==> src/rtl/wdg_pkg.sv <==
// Package: shared types for the keyed watchdog.
// Assumes nothing beyond standard SystemVerilog.
package wdg_pkg;

    // Expiry stage: still watching, or inside the grace period after the NMI.
    typedef enum logic {
        PH_WATCH = 1'b0,
        PH_GRACE = 1'b1
    } wdg_phase_e;

endpackage

==> src/rtl/wdg_key_gate.sv <==
// Module: wdg_key_gate
// Holds the stored control word and decides whether a write is accepted.
// The reload value is taken from the word stored before the write.
// Assumes the enable/command bit sits directly above the count low bits,
// i.e. it is the top bit of the CNT_W-wide count field, with the key above it.
module wdg_key_gate #(
    parameter int DATA_W = 32,
    parameter int CNT_W  = 9,
    parameter int KEY_W  = 7
) (
    input  logic              clk,
    input  logic              rst_n,
    input  logic              wr_en,
    input  logic [DATA_W-1:0] wr_data,
    output logic              accept,
    output logic              start_cmd,
    output logic [CNT_W-1:0]  reload_val,
    output logic [DATA_W-1:0] ctrl_q
);
    localparam int EN_BIT  = CNT_W - 1;
    localparam int KEY_LSB = CNT_W;
    localparam int KEY_MSB = CNT_W + KEY_W - 1;
    localparam logic [CNT_W-1:0] ZERO_MEANS = CNT_W'(1) << (CNT_W - 1);

    logic [KEY_W-1:0] key_old;
    logic [KEY_W-1:0] key_new;
    logic [CNT_W-1:0] old_cnt;

    // Decode the key fields and the reload count from the stored word.
    always_comb begin
        key_old    = ctrl_q[KEY_MSB:KEY_LSB];
        key_new    = wr_data[KEY_MSB:KEY_LSB];
        old_cnt    = ctrl_q[CNT_W-1:0];
        reload_val = (old_cnt == '0) ? ZERO_MEANS : old_cnt;
        start_cmd  = wr_data[EN_BIT];
        accept     = wr_en && (!ctrl_q[EN_BIT] || (key_new == ~key_old));
    end

    // Store the written word only when the write is accepted.
    always_ff @(posedge clk) begin
        if (!rst_n)      ctrl_q <= '0;
        else if (accept) ctrl_q <= wr_data;
    end

    assert_reject_keeps_word_R2: assert property (@(posedge clk) disable iff (!rst_n)
        (wr_en && !accept) |=> $stable(ctrl_q));

    assert_accept_stores_R4: assert property (@(posedge clk) disable iff (!rst_n)
        accept |=> (ctrl_q == $past(wr_data)));

endmodule

==> src/rtl/wdg_countdown.sv <==
// Module: wdg_countdown
// One-shot down counter that steps on the slow tick.
// Priority of updates: write reload, then grace reload or halt, then decrement.
// Assumes every loaded value is at least 1, so a running counter never holds 0.
module wdg_countdown #(
    parameter int CNT_W       = 9,
    parameter int GRACE_TICKS = 10
) (
    input  logic             clk,
    input  logic             rst_n,
    input  logic             tick,
    input  logic             load,
    input  logic [CNT_W-1:0] load_val,
    input  logic             load_run,
    input  logic             grace_load,
    input  logic             halt,
    output logic             expire,
    output logic             running
);
    localparam logic [CNT_W-1:0] GRACE_VAL = CNT_W'(GRACE_TICKS);
    localparam logic [CNT_W-1:0] ONE       = CNT_W'(1);

    logic [CNT_W-1:0] cnt_q;

    // A run-out is the tick that would take a running counter from 1 to 0.
    always_comb begin
        expire = running && tick && (cnt_q == ONE);
    end

    // Update the count and the run flag.
    always_ff @(posedge clk) begin
        if (!rst_n) begin
            cnt_q   <= '0;
            running <= 1'b0;
        end else if (load) begin
            cnt_q   <= load_val;
            running <= load_run;
        end else if (grace_load) begin
            cnt_q   <= GRACE_VAL;
            running <= 1'b1;
        end else if (halt) begin
            cnt_q   <= '0;
            running <= 1'b0;
        end else if (running && tick) begin
            cnt_q   <= cnt_q - ONE;
        end
    end

    assert_stopped_holds_R6: assert property (@(posedge clk) disable iff (!rst_n)
        (!running && !load) |=> ($stable(cnt_q) && !running));

    assert_grace_count_R7: assert property (@(posedge clk) disable iff (!rst_n)
        (grace_load && !load) |=> (running && cnt_q == GRACE_VAL));

    assert_reload_R5: assert property (@(posedge clk) disable iff (!rst_n)
        load |=> (cnt_q == $past(load_val) && cnt_q != '0));

endmodule

==> src/rtl/wdg_stage.sv <==
// Module: wdg_stage
// Two-stage expiry handling: the first run-out raises NMI and asks for a grace
// reload; a run-out in the grace phase raises the sticky reset request.
// An accepted write has priority over a run-out in the same cycle.
module wdg_stage
    import wdg_pkg::*;
(
    input  logic clk,
    input  logic rst_n,
    input  logic accept,
    input  logic expire,
    output logic grace_load,
    output logic halt,
    output logic nmi,
    output logic rst_req
);
    wdg_phase_e phase_q;

    // Route a run-out to the stage it belongs to, unless a write wins.
    always_comb begin
        grace_load = expire && !accept && (phase_q == PH_WATCH);
        halt       = expire && !accept && (phase_q == PH_GRACE);
    end

    // Track the phase and the NMI level.
    always_ff @(posedge clk) begin
        if (!rst_n) begin
            phase_q <= PH_WATCH;
            nmi     <= 1'b0;
        end else if (accept) begin
            phase_q <= PH_WATCH;
            nmi     <= 1'b0;
        end else if (grace_load) begin
            phase_q <= PH_GRACE;
            nmi     <= 1'b1;
        end
    end

    // Latch the reset request until the block reset.
    always_ff @(posedge clk) begin
        if (!rst_n)    rst_req <= 1'b0;
        else if (halt) rst_req <= 1'b1;
    end

    assert_accept_drops_nmi_R9: assert property (@(posedge clk) disable iff (!rst_n)
        accept |=> !nmi);

    assert_request_sticky_R8: assert property (@(posedge clk) disable iff (!rst_n)
        rst_req |=> rst_req);

    assert_halt_after_nmi_R8: assert property (@(posedge clk) disable iff (!rst_n)
        halt |-> nmi);

    assert_write_wins_R10: assert property (@(posedge clk) disable iff (!rst_n)
        (accept && expire) |=> (!nmi && $stable(rst_req)));

endmodule

==> src/rtl/keyed_watchdog.sv <==
// Module: keyed_watchdog (top)
// Keyed two-stage watchdog: a key-protected control word, a tick-driven
// countdown, NMI on the first run-out and a sticky reset request on the second.
// Assumes tick is a single-cycle enable synchronous to clk.
module keyed_watchdog #(
    parameter int DATA_W      = 32,
    parameter int CNT_W       = 9,
    parameter int KEY_W       = 7,
    parameter int GRACE_TICKS = 10
) (
    input  logic              clk,
    input  logic              rst_n,
    input  logic              tick,
    input  logic              wr_en,
    input  logic [DATA_W-1:0] wr_data,
    output logic              nmi,
    output logic              sys_rst_req,
    output logic [DATA_W-1:0] ctrl_rdata
);
    logic             accept;
    logic             start_cmd;
    logic [CNT_W-1:0] reload_val;
    logic             expire;
    logic             running;
    logic             grace_load;
    logic             halt;

    wdg_key_gate #(.DATA_W(DATA_W), .CNT_W(CNT_W), .KEY_W(KEY_W)) u_gate (
        .clk        (clk),
        .rst_n      (rst_n),
        .wr_en      (wr_en),
        .wr_data    (wr_data),
        .accept     (accept),
        .start_cmd  (start_cmd),
        .reload_val (reload_val),
        .ctrl_q     (ctrl_rdata)
    );

    wdg_countdown #(.CNT_W(CNT_W), .GRACE_TICKS(GRACE_TICKS)) u_count (
        .clk        (clk),
        .rst_n      (rst_n),
        .tick       (tick),
        .load       (accept),
        .load_val   (reload_val),
        .load_run   (start_cmd),
        .grace_load (grace_load),
        .halt       (halt),
        .expire     (expire),
        .running    (running)
    );

    wdg_stage u_stage (
        .clk        (clk),
        .rst_n      (rst_n),
        .accept     (accept),
        .expire     (expire),
        .grace_load (grace_load),
        .halt       (halt),
        .nmi        (nmi),
        .rst_req    (sys_rst_req)
    );

    assert_reset_quiet_R1: assert property (@(posedge clk)
        !rst_n |=> (ctrl_rdata == '0 && !nmi && !sys_rst_req && !running));

endmodule

==> config.mk <==
export PLATFORM = sky130hd
export DESIGN_NAME = keyed_watchdog
export DESIGN_NICKNAME = d
export VERILOG_FILES = /design/src/rtl/wdg_pkg.sv /design/src/rtl/wdg_key_gate.sv /design/src/rtl/wdg_countdown.sv /design/src/rtl/wdg_stage.sv /design/src/rtl/keyed_watchdog.sv
export SDC_FILE = /design/constraint.sdc
export NUM_CORES = 1
export LEC_CHECK = 0
export CORE_MARGIN = 3
export CORE_UTILIZATION = 45
export CTS_CLUSTER_DIAMETER = 30
export DETAILED_ROUTE_END_ITERATION = 7
export HOLD_SLACK_MARGIN = 0.03
export PLACE_DENSITY = 0.78
export SETUP_SLACK_MARGIN = 0.02
export SLEW_MARGIN = 10
export SYNTH_ARGS = -nofsm -noshare
export SYNTH_HDL_FRONTEND = slang
export SYNTH_SLANG_ARGS = --single-unit
==> constraint.sdc <==
create_clock -name clk -period 4.1 [get_ports clk]
set_input_delay 1.025 -clock clk [delete_from_list [all_inputs] [get_ports clk]]
set_output_delay 1.025 -clock clk [all_outputs]
set_load 0.02 [all_outputs]
# After elaboration in Yosys (flattened, before gate mapping)
# Index checks and enable logic that the tools add are counted.
[totals] ff_bits=44 latchBits=0 mem_bits_rw=0 mem_bits_ro=0 input_bits=36 out_inout_bits=34 wordCells=32 n_memories=0
[classes] add_sub_neg=1 mul=0 n_div=0 magnitude_cmp=0 n_eq_ne=2 shift=0 muxes=8 bitwise_logic=3 reduce_logical=13
[ops] op="$mux 9" count=5
[ops] op="$eq 9x1->1 const B" count=1
[ops] op="$logic_not 9->1" count=1
[ops] op="$sub 9x1->9 const B" count=1
[ops] op="$eq 7x7->1" count=1
[ops] op="$not 7->7" count=1
[ops] op="$logic_and 1x1->1" count=6
[ops] op="$reduce_bool 4->1" count=1
[ops] op="$mux 1" count=3
[ops] op="$reduce_bool 3->1" count=1
[ops] op="$logic_not 1->1" count=2
[ops] op="$not 1->1" count=2
[ops] op="$reduce_or 2->1" count=1
[ops] op="$logic_or 1x1->1" count=1

# Longest topological paths before layout
# Gate-level depths: netlist of the first run.
[logic_depth] word_depth=10 ltp_mapped=8 depth_no_buf=7

# Cells and area by module
# Synthesis of the first run repeated with hierarchy kept, for this count alone.
[unflattened] cells_unflattened=253 area_unflattened_um2=2168.3
[modules_own_cells] module="wdg_key_gate" n_inst=1 cells_each=161 area_each_um2=1423.9 seq_area_each_um2=640.6
[modules_own_cells] module="wdg_countdown" n_inst=1 cells_each=85 area_each_um2=669.4 seq_area_each_um2=200.2
[modules_own_cells] module="wdg_stage" n_inst=1 cells_each=7 area_each_um2=75.1 seq_area_each_um2=40.0

# Worst setup path after synthesis of the first run
# OpenSTA, ideal clock, no wires.
[synth_path] path_type="input to register" startpoint="input port wr_data[10]" endpoint="register u_count.running" setup_time_ps=123 arrival_ps=2063 required_ps=3977 setup_slack_ps=1914 stages=6 n_path_buf=2 cell_sequence="xnor2_1 > nor4_2 > a41o_1 > buf_4 > clkbuf_2 > o21ai_0"
[synth_between] elab_chain_cells=8 elab_cells_between_ends=10 classes_between="1 x eq/ne; 2 x mux; 7 x reduce/logical"
[synth_rtl] item="start, declared" line="keyed_watchdog.sv:15" text="input logic [DATA_W-1:0] wr_data,"
[synth_rtl] item="$eq 7x7->1 (*)" line="wdg_key_gate.sv:36" text="accept = wr_en && (!ctrl_q[EN_BIT] || (key_new == ~key_old));"
[synth_rtl] item="$logic_or 1x1->1 (*)" line="wdg_key_gate.sv:36"
[synth_rtl] item="$logic_and 1x1->1 (*)" line="wdg_key_gate.sv:36"
[synth_rtl] item="$logic_not 1->1" line="wdg_stage.sv:21, wdg_stage.sv:22"
[synth_rtl] item="$logic_and 1x1->1" line="wdg_stage.sv:21, wdg_stage.sv:22"
[synth_rtl] item="$logic_and 1x1->1" line="wdg_stage.sv:21" text="grace_load = expire && !accept && (phase_q == PH_WATCH);"
[synth_rtl] item="$mux 1" line="wdg_countdown.sv:38" text="end else if (grace_load) begin"
[synth_rtl] item="$mux 1" line="wdg_countdown.sv:35" text="end else if (load) begin"
[synth_rtl] item="end signal, assigned" line="wdg_countdown.sv:37" text="running <= load_run;"
[synth_rtl] item="end, declared" line="wdg_countdown.sv:18" text="output logic running"
# Mark *: on every way between the ends. The rest lies on a longest branch, timed or not.
# A chain may end at the register's enable or synchronous reset.

# Worst setup path after layout of the first run
[layout_path] startpoint="input port wr_data[10]" endpoint="register u_gate.ctrl_q[17]"
[layout_between] elab_chain_cells=3
[layout_rtl] item="$eq 7x7->1" line="wdg_key_gate.sv:36"
[layout_rtl] item="$logic_or 1x1->1" line="wdg_key_gate.sv:36"
[layout_rtl] item="$logic_and 1x1->1" line="wdg_key_gate.sv:36"
[layout_rtl] item="end signal, assigned" line="wdg_key_gate.sv:42" text="else if (accept) ctrl_q <= wr_data;"
[layout_rtl] item="end, declared" line="wdg_key_gate.sv:18" text="output logic [DATA_W-1:0] ctrl_q"
# Every way passes these cells.

==> results of run 1 <==
==> per-layer routing <==
layer,up-vias,wire length (um)
li1,955,-
met1,841,2020
met2,46,2110
met3,4,352
met4,0,38
met5,-,0
==> cell usage in the layout (no fill, tap or decap), types with 2 or more instances in the layout <==
cell	instances
clkinv_4	2
a211oi_1	3
nand3_1	35
clkbuf_8	5
a21oi_1	5
ha_1	2
mux2i_1	2
nor3_1	7
inv_1	3
buf_4	3
clkdlybuf4s50_1	68
nor3_2	2
nor2_1	13
o21ai_0	39
dfxtp_1	44
xnor2_1	6
nand2_1	36
nor4_1	3
==> logic make-up (layout without fill, tap and decap cells) <==
family	count (synthesis)	count (layout)	share of synthesized area [%]
adders and majority gates	2	2	1.26
xor gates and xnor gates	7	7	3.09
muxes	3	3	1.58
and+or+nand+nor	107	107	27.0
DFF	44	44	44.4
buffers and inverters	21	83	7.01
AOI/OAI and AO/OA	54	54	15.6
==> cells in the mapped netlist <==
master / instances / share of area (%)
nand3_2: 1 / 0.51
xor2_1: 1 / 0.44
mux2_2: 1 / 0.57
a21oi_1: 5 / 1.3
dfxtp_1: 44 / 44
clkbuf_2: 2 / 0.51
clkbuf_1: 6 / 1.1
and2_0: 1 / 0.32
or4b_4: 1 / 0.69
nor3_2: 2 / 1.0
buf_6: 5 / 2.8
nor4_2: 1 / 0.63
a2111oi_0: 1 / 0.44
inv_1: 3 / 0.57
o21ai_0: 39 / 9.8
nand3_1: 35 / 8.8
nor3_1: 7 / 1.8
a41o_1: 1 / 0.51
a221oi_1: 1 / 0.44
nor4_1: 3 / 0.95
and2_1: 1 / 0.32
a211oi_1: 3 / 1.1
nor2_1: 13 / 2.5
mux2i_1: 2 / 1.0
ha_1: 2 / 1.3
buf_2: 2 / 0.51
a31oi_1: 1 / 0.32
nand4bb_1: 1 / 0.57
or4_1: 1 / 0.38
buf_4: 2 / 0.76
o41ai_1: 1 / 0.44
nand2_1: 36 / 6.8
nor3b_1: 1 / 0.38
a41oi_2: 1 / 0.82
nand4_1: 1 / 0.32
nor2b_1: 1 / 0.32
nor4b_2: 1 / 0.76
o31ai_1: 1 / 0.38
clkbuf_8: 1 / 0.69
xnor2_1: 6 / 2.7
==> state kept, by name, summed over array words and instances (netlist names) <==
signal           count
u_stage.rst_req      1
u_stage.nmi          1
u_gate.ctrl_q       32
u_count.running      1
u_count.cnt_q        9
==> stage by stage <==
| stage | util, % | power [mW] | instances |
|---|---|---|---|
| after floorplan | - | 0.609 | 238 |
| after global placement | 63.8 | 0.693 | 342 |
| after detailed placement | 63.8 | 0.696 | 342 |
| after CTS | 66.6 | 1.04 | 350 |
| after global routing | 66.6 | 1.07 | 350 |
| final | 66.6 | 1.03 | 350 |
==> worst max path at each step <==
stage,start,to,cells past startpoint
after floorplan,wr_data[10],u_count.running$_SDFFE_PN0P_,6
after global placement,wr_data[10],u_gate.ctrl_q[31]$_SDFFE_PN0N_,7
after detailed placement,wr_data[10],u_gate.ctrl_q[17]$_SDFFE_PN0N_,7
after CTS,wr_data[10],u_gate.ctrl_q[17]$_SDFFE_PN0N_,7
after global routing,wr_data[10],u_gate.ctrl_q[20]$_SDFFE_PN0N_,7
final,wr_data[10],u_gate.ctrl_q[17]$_SDFFE_PN0N_,7
==> area by class of cell <==
type,instances,area (sq um)
clock buffers,5,68.8
clock inverters,3,47.5
fillers,362,1370
inverters,3,11.3
multi-input cells,173,963
flip-flops and latches,44,881
well taps,50,62.6
repair buffers,72,708
==> critical path: cells and delay by family <==
kind / cells / cell delay, ns
AOI/OAI and AO/OA: 2 / 0.80
buffers and inverters: 2 / 0.73
xor gates and xnor gates: 1 / 0.15
and+or+nand+nor: 2 / 0.44
==> where the power goes <==
group	leakage, nW	internal, mW	total (mW)	switching, mW
sequential	0.362	0.457	0.483	0.0260
combinational	0.535	0.101	0.202	0.101
clock	0.0583	0.184	0.340	0.157
==> metrics.md, run 1 <==
| Metric | Value |
|---|---|
| Global routing usage on met1 | 22.8% |
| CTS sink count | 44 |
| Met2 GRT Util | 27.4% |
| Clock transition at path regs | 0.09 ns |
| Hold Crit Depth | 2 |
| Vias in the first global route | 1,648 |
| R2R Setup Slk | 2.02 ns |
| Outcome | finished, final reports clean |
| Dpl ws | 0.846 ns |
| Layout area overhead | 38.4% |
| Crit path DAT | 3.15 ns |
| Crit Path Category | input port to flop |
| Final Max Tran Viols | 0 |
| Worst-path cell with the longest stage delay | a41o_2 |
| Layer with the highest usage | met2 |
| Fin crit share | 71.0% |
| Gr usage total | 17.9% |
| Rel. slew slack | 52.0% |
| Max Clk Rate | 0.343 GHz |
| Die Area | 5240 sq um |
| H-tree depth | 2 |
| Final #Nets | 337 |
| Starting density of the core | 48.2% |
| First-pass GRT wire length | 7450 um |
| Total CTS buffers | 5 |
| Share of layout cells above drive strength 1 | 7.00% |
| IO buf count | 69 |
| WP data required | 4.33 ns |
| Min-Delay Endpoint | u_gate.ctrl_q[30]$_SDFFE_PN0N_ |
| Syn avg cell area | 8.33 sq um |
| CTS tree | built |
| Gr ovfl total | 0 |
| Gpl congestion | 0.819 |
| Crit-path max cell delay | 0.69 ns |
| TritonRoute pass-1 iters | 4 |
| CTS Buffer Depth | 2 |
| Row cnt | 23 |
| Reg2Reg Depth | 6 |
| Pleak | 0.955 nW |
| Fin crit period | 2.91 ns |
| Final Hold Viols | 0 |
| Sequential area share after synthesis | 44.4% |
| Hold crit path type | flop to flop |
| CORE AREA | 4120 sq um |
| Worst-Margin Slew | 0.720 ns |
| YS warnings | 0 |
| Max-cap violations | 0 |
| Worst R2R Start | u_gate.ctrl_q[10]$_SDFFE_PN0N_ |
| Io pins | 70 |
| Crit path max fanout | 47 |
| Register bit count reported by yosys | 44 |
| Worst setup EP type | flop |
| Met3 GRT Util | 7.89% |
| Critical Path, Cell by Cell | clkdlybuf4s50_1, xnor2_1, nor4_2, a41o_2, buf_4, nand3_1, o21ai_0 |
| Finished Cell Area | 2740 sq um |
| # setup viols final | 0 |
| Initial antenna violation count | 0 |
| Routed wire per std cell | 12.9 um |
| Post-Syn Area | 1980 sq um |
| Final WL | 4520 um |
| CTS Root Cell | clkbuf_8 |
| RSZ-0062 raised after global routing | false |
| DRT antenna net count | 0 |
| DRT iter0 DRCs | 81 |
| Vias | 1,846 |
| Reg2reg end | u_gate.ctrl_q[17]$_SDFFE_PN0N_ |
| Postcts setup bufs | 0 |
| Mean number of vias per cell | 5.27 |
| CP Launch Type | input port |
| Hold WS | 0.459 ns |
| PD cells | 374 nW/um^2 |
| Hold Startpoint | u_gate.ctrl_q[30]$_SDFFE_PN0N_ |
| Diodes inserted | 0 |
| Placed cell areas | 2630 sq um |
| Hpwl dp | 3280 um |
| Clk_lat worst skew | 0.31 ns |
| Mapped Cells | 238 |
| Setup Total Neg Slack | 0 ns |
| Die Y | 72.4 um |
| Hold_buf cts | 0 |
| DRC viols | 0 |
| Yosys cell types | 40 |
| Largest net degree at the start of global routing | 48 |
| Worst clock skew | 0.00938 ns |
| Maximum vdd drop | 0.233 mV |
| Final worst setup slack | 1.19 ns |
| Resized Gates After CTS | 0 |
| Net Count, Synth | 276 |
| Die width | 72.4 um |
Note: power is estimated with default switching activity, not from simulation.
==> inputs of run 2 (changes only) <==
--- a/config.mk
+++ b/config.mk
@@ -6,11 +6,11 @@
 export NUM_CORES = 1
 export LEC_CHECK = 0
 export CORE_MARGIN = 3
-export CORE_UTILIZATION = 45
+export CORE_UTILIZATION = 40
 export CTS_CLUSTER_DIAMETER = 30
 export DETAILED_ROUTE_END_ITERATION = 7
 export HOLD_SLACK_MARGIN = 0.03
-export PLACE_DENSITY = 0.78
+export PLACE_DENSITY = 0.73
 export SETUP_SLACK_MARGIN = 0.02
 export SLEW_MARGIN = 10
 export SYNTH_ARGS = -nofsm -noshare
==> constraint.sdc (replaced) <==
create_clock -name clk -period 2.5 [get_ports clk]
set_input_delay 0.625 -clock clk [delete_from_list [all_inputs] [get_ports clk]]
set_output_delay 0.625 -clock clk [all_outputs]
set_load 0.02 [all_outputs]
==> run 2 against run 1 <==
  * Design area is 1.0% higher
  * Sequential cell count stayed put
  * Setup slack worse by 0.79 ns
  * Final cell count is 4.6% higher
  * Combinational power is 70% higher
  * Clock skew is 0.0066 ns lower
  * Critical path type unchanged
  * Largest cell class unchanged
  * Highest routed layer unchanged
==> metrics.md, run 2 (synthesized netlist as in run 1, its figures left out) <==
| Metric | Value |
|---|---|
| Postcts setup bufs | 0 (unchanged) |
| CTS Root Cell | clkbuf_8 |
| Share of layout cells above drive strength 1 | 7.31% (+0.31 points) |
| # setup viols final | 0 (unchanged) |
| Crit path max fanout | 13 (-72%) |
| Vias in the first global route | 1,752 (+6.3%) |
| Commonest non-fill, non-tap cell in the layout | clkdlybuf4s50_1 |
| CTS Buffer Depth | 2 (unchanged) |
| Largest registers | u_gate.ctrl_q (32), u_count.cnt_q (9) |
| H-tree depth | 2 (unchanged) |
| Initial antenna violation count | 0 (unchanged) |
| Setup Total Neg Slack | 0 ns (unchanged) |
| Pleak | 0.961 nW (+0.64%) |
| RSZ-0062 raised after global routing | false |
| R2R Setup Slk | 0.57 ns (-1.45 ns) |
| Maximum vdd drop | 0.309 mV (+33%) |
| Crit-path max cell delay | 0.43 ns (-0.26 ns) |
| Layout area overhead | 39.8% |
| Number of flip-flops in the largest register | 32 (unchanged) |
| Starting density of the core | 43.4% (-4.7 points) |
| Gr usage total | 16.7% (-1.2 points) |
| Outcome | finished, final reports clean |
| Max-cap violations | 0 (unchanged) |
| Vias | 1,830 (-0.87%) |
| Clk_lat worst skew | 0.29 ns (-0.02 ns) |
| Mean number of vias per cell | 5.00 (-5.2%) |
| Die Area | 5840 sq um (+11%) |
| Final Max Tran Viols | 0 (unchanged) |
| Reg2Reg Depth | 6 (unchanged) |
| Max Clk Rate | 0.476 GHz |
| Worst-Margin Slew | 0.573 ns (-0.147 ns) |
| Worst setup EP type | flop |
| Final #Nets | 338 (+0.30%) |
| Gpl congestion | 0.867 (+5.8%) |
| IO buf count | 69 (unchanged) |
| Fillers | 427 (+18%) |
| DRT antenna net count | 0 (unchanged) |
| Largest Register | u_gate.ctrl_q |
| Hpwl dp | 3480 um (+6.0%) |
| Crit Path Category | input port to flop |
| Hold crit path type | flop to flop |
| Fin crit period | 2.10 ns |
| Hold_buf cts | 0 (unchanged) |
| Gr ovfl total | 0 (unchanged) |
| PD cells | 573 nW/um^2 (+53%) |
| CP startpoint | wr_data[10] |
| Io pins | 70 (unchanged) |
| Crit path DAT | 2.29 ns (-0.86 ns) |
| Largest net degree at the start of global routing | 43 (-10%) |
| Critical Path, Cell by Cell | clkdlybuf4s50_1, xnor2_1, nor4_2, a41oi_2, a31oi_1, nor2_1 |
| Worst-path cell with the longest stage delay | clkdlybuf4s50_1 |
| Crit path depth | 6 (-1) |
| DRC viols | 0 (unchanged) |
| CORE AREA | 4560 sq um (+11%) |
| CTS tree | built |
| CTS sink count | 44 (unchanged) |
| Die width | 76.4 um (+5.6%) |
| Row cnt | 24 (+4.3%) |
| Diodes inserted | 0 (unchanged) |
| Overall power | 1.59 mW (+55%) |
| Layout Utilization | 60.7% (-6.0 points) |
| WP data required | 2.69 ns (-1.64 ns) |
| Hold Crit Depth | 2 (unchanged) |
| Worst path top cell family by delay | compound AO/OA/AOI/OAI gates |
| Buf/Inv on CP | 1 (-1) |
| Total CTS buffers | 5 (unchanged) |
| Worst R2R Start | u_count.cnt_q[0]$_SDFFE_PN0P_ |
| DRT iter0 DRCs | 75 (-7.4%) |
| Final worst setup slack | 0.401 ns (-0.786 ns) |
| Reg2reg end | u_count.cnt_q[1]$_SDFFE_PN0P_ |
| TritonRoute pass-1 iters | 4 (unchanged) |
| Fin crit share | 84.0% |
| Clock transition at path regs | 0.08 ns (about the same) |
| Rel. slew slack | 61.8% (+9.8 points) |
| Final WL | 4750 um (+5.1%) |
| Resized Gates After CTS | 0 (unchanged) |
| First-pass GRT wire length | 8020 um (+7.7%) |
| Setup crit end | u_stage.rst_req$_SDFFE_PN0P_ |
| Final Hold Viols | 0 (unchanged) |
| Worst clock skew | 0.00275 ns (-0.00662 ns) |
| Die Y | 76.4 um (+5.6%) |
| Dpl ws | 0.0773 ns (-0.769 ns) |
| Routed wire per std cell | 13.0 um (+0.49%) |
| Commonest non-fill, non-tap cells in the layout | clkdlybuf4s50_1 (68), dfxtp_1 (44), o21ai_0 (39), nand2_1 (36), nand3_1 (35) |
| CP Launch Type | input port |
-- run 2: cell types whose count changed in the layout (fill, tap and decap cells not counted), sizes merged --
cell / change
clkbuf: +1
bufinv: -1
buf: +1
-- run 2: per-layer routing --
| metal | part of all wire (%) | GRT usage (%) |
|---|---|---|
| met5 | 0 | 0 |
| met3 | 9.4 | 8.27 |
| met1 | 45 | 20.5 |
| met4 | 1.1 | 4.71 |
| met2 | 44 | 25.7 |
-- run 2: worst min path at each step --
stage	slack, ns	startpoint	endpoint
after floorplan	0.48	u_count.running$_SDFFE_PN0P_	u_count.running$_SDFFE_PN0P_
after global placement	0.44	u_gate.ctrl_q[18]$_SDFFE_PN0N_	u_gate.ctrl_q[18]$_SDFFE_PN0N_
after detailed placement	0.45	u_gate.ctrl_q[18]$_SDFFE_PN0N_	u_gate.ctrl_q[18]$_SDFFE_PN0N_
after CTS	0.46	u_gate.ctrl_q[18]$_SDFFE_PN0N_	u_gate.ctrl_q[18]$_SDFFE_PN0N_
after global routing	0.48	u_gate.ctrl_q[21]$_SDFFE_PN0N_	u_gate.ctrl_q[21]$_SDFFE_PN0N_
final	0.46	u_gate.ctrl_q[21]$_SDFFE_PN0N_	u_gate.ctrl_q[21]$_SDFFE_PN0N_
-- run 2: report_power, final --
part | switching (mW) | internal [mW]
combinational | 0.170 | 0.173
clock | 0.233 | 0.220
sequential | 0.0430 | 0.749
total | 0.446 | 1.14
-- run 2: final cells by class --
cell class / instances / area, sq um / share of cell area [%]
Multi-Input combinational cell: 173 / 963 / 34.8
Sequential cell: 44 / 881 / 31.8
Clock buffer: 6 / 82.6 / 2.98
Tap cell: 65 / 81.3 / 2.94
Clock inverter: 2 / 10.0 / 0.361
Inverter: 3 / 11.3 / 0.407
Timing Repair Buffer: 73 / 741 / 26.7
-- run 2: stage by stage --
stage	area, sq um	hold slack (ns)	cells
floorplan	1980	0.485	238
global placement	2680	0.443	358
detailed placement	2680	0.451	358
CTS	2770	0.461	366
global route	2770	0.481	366
finish	2770	0.460	366
-- run 2: tightest hold or removal path, cell delays in order, from the launching register on --
cell	delay (ns)
dfxtp_1	0.31
nand2_1	0.05
o21ai_0	0.06
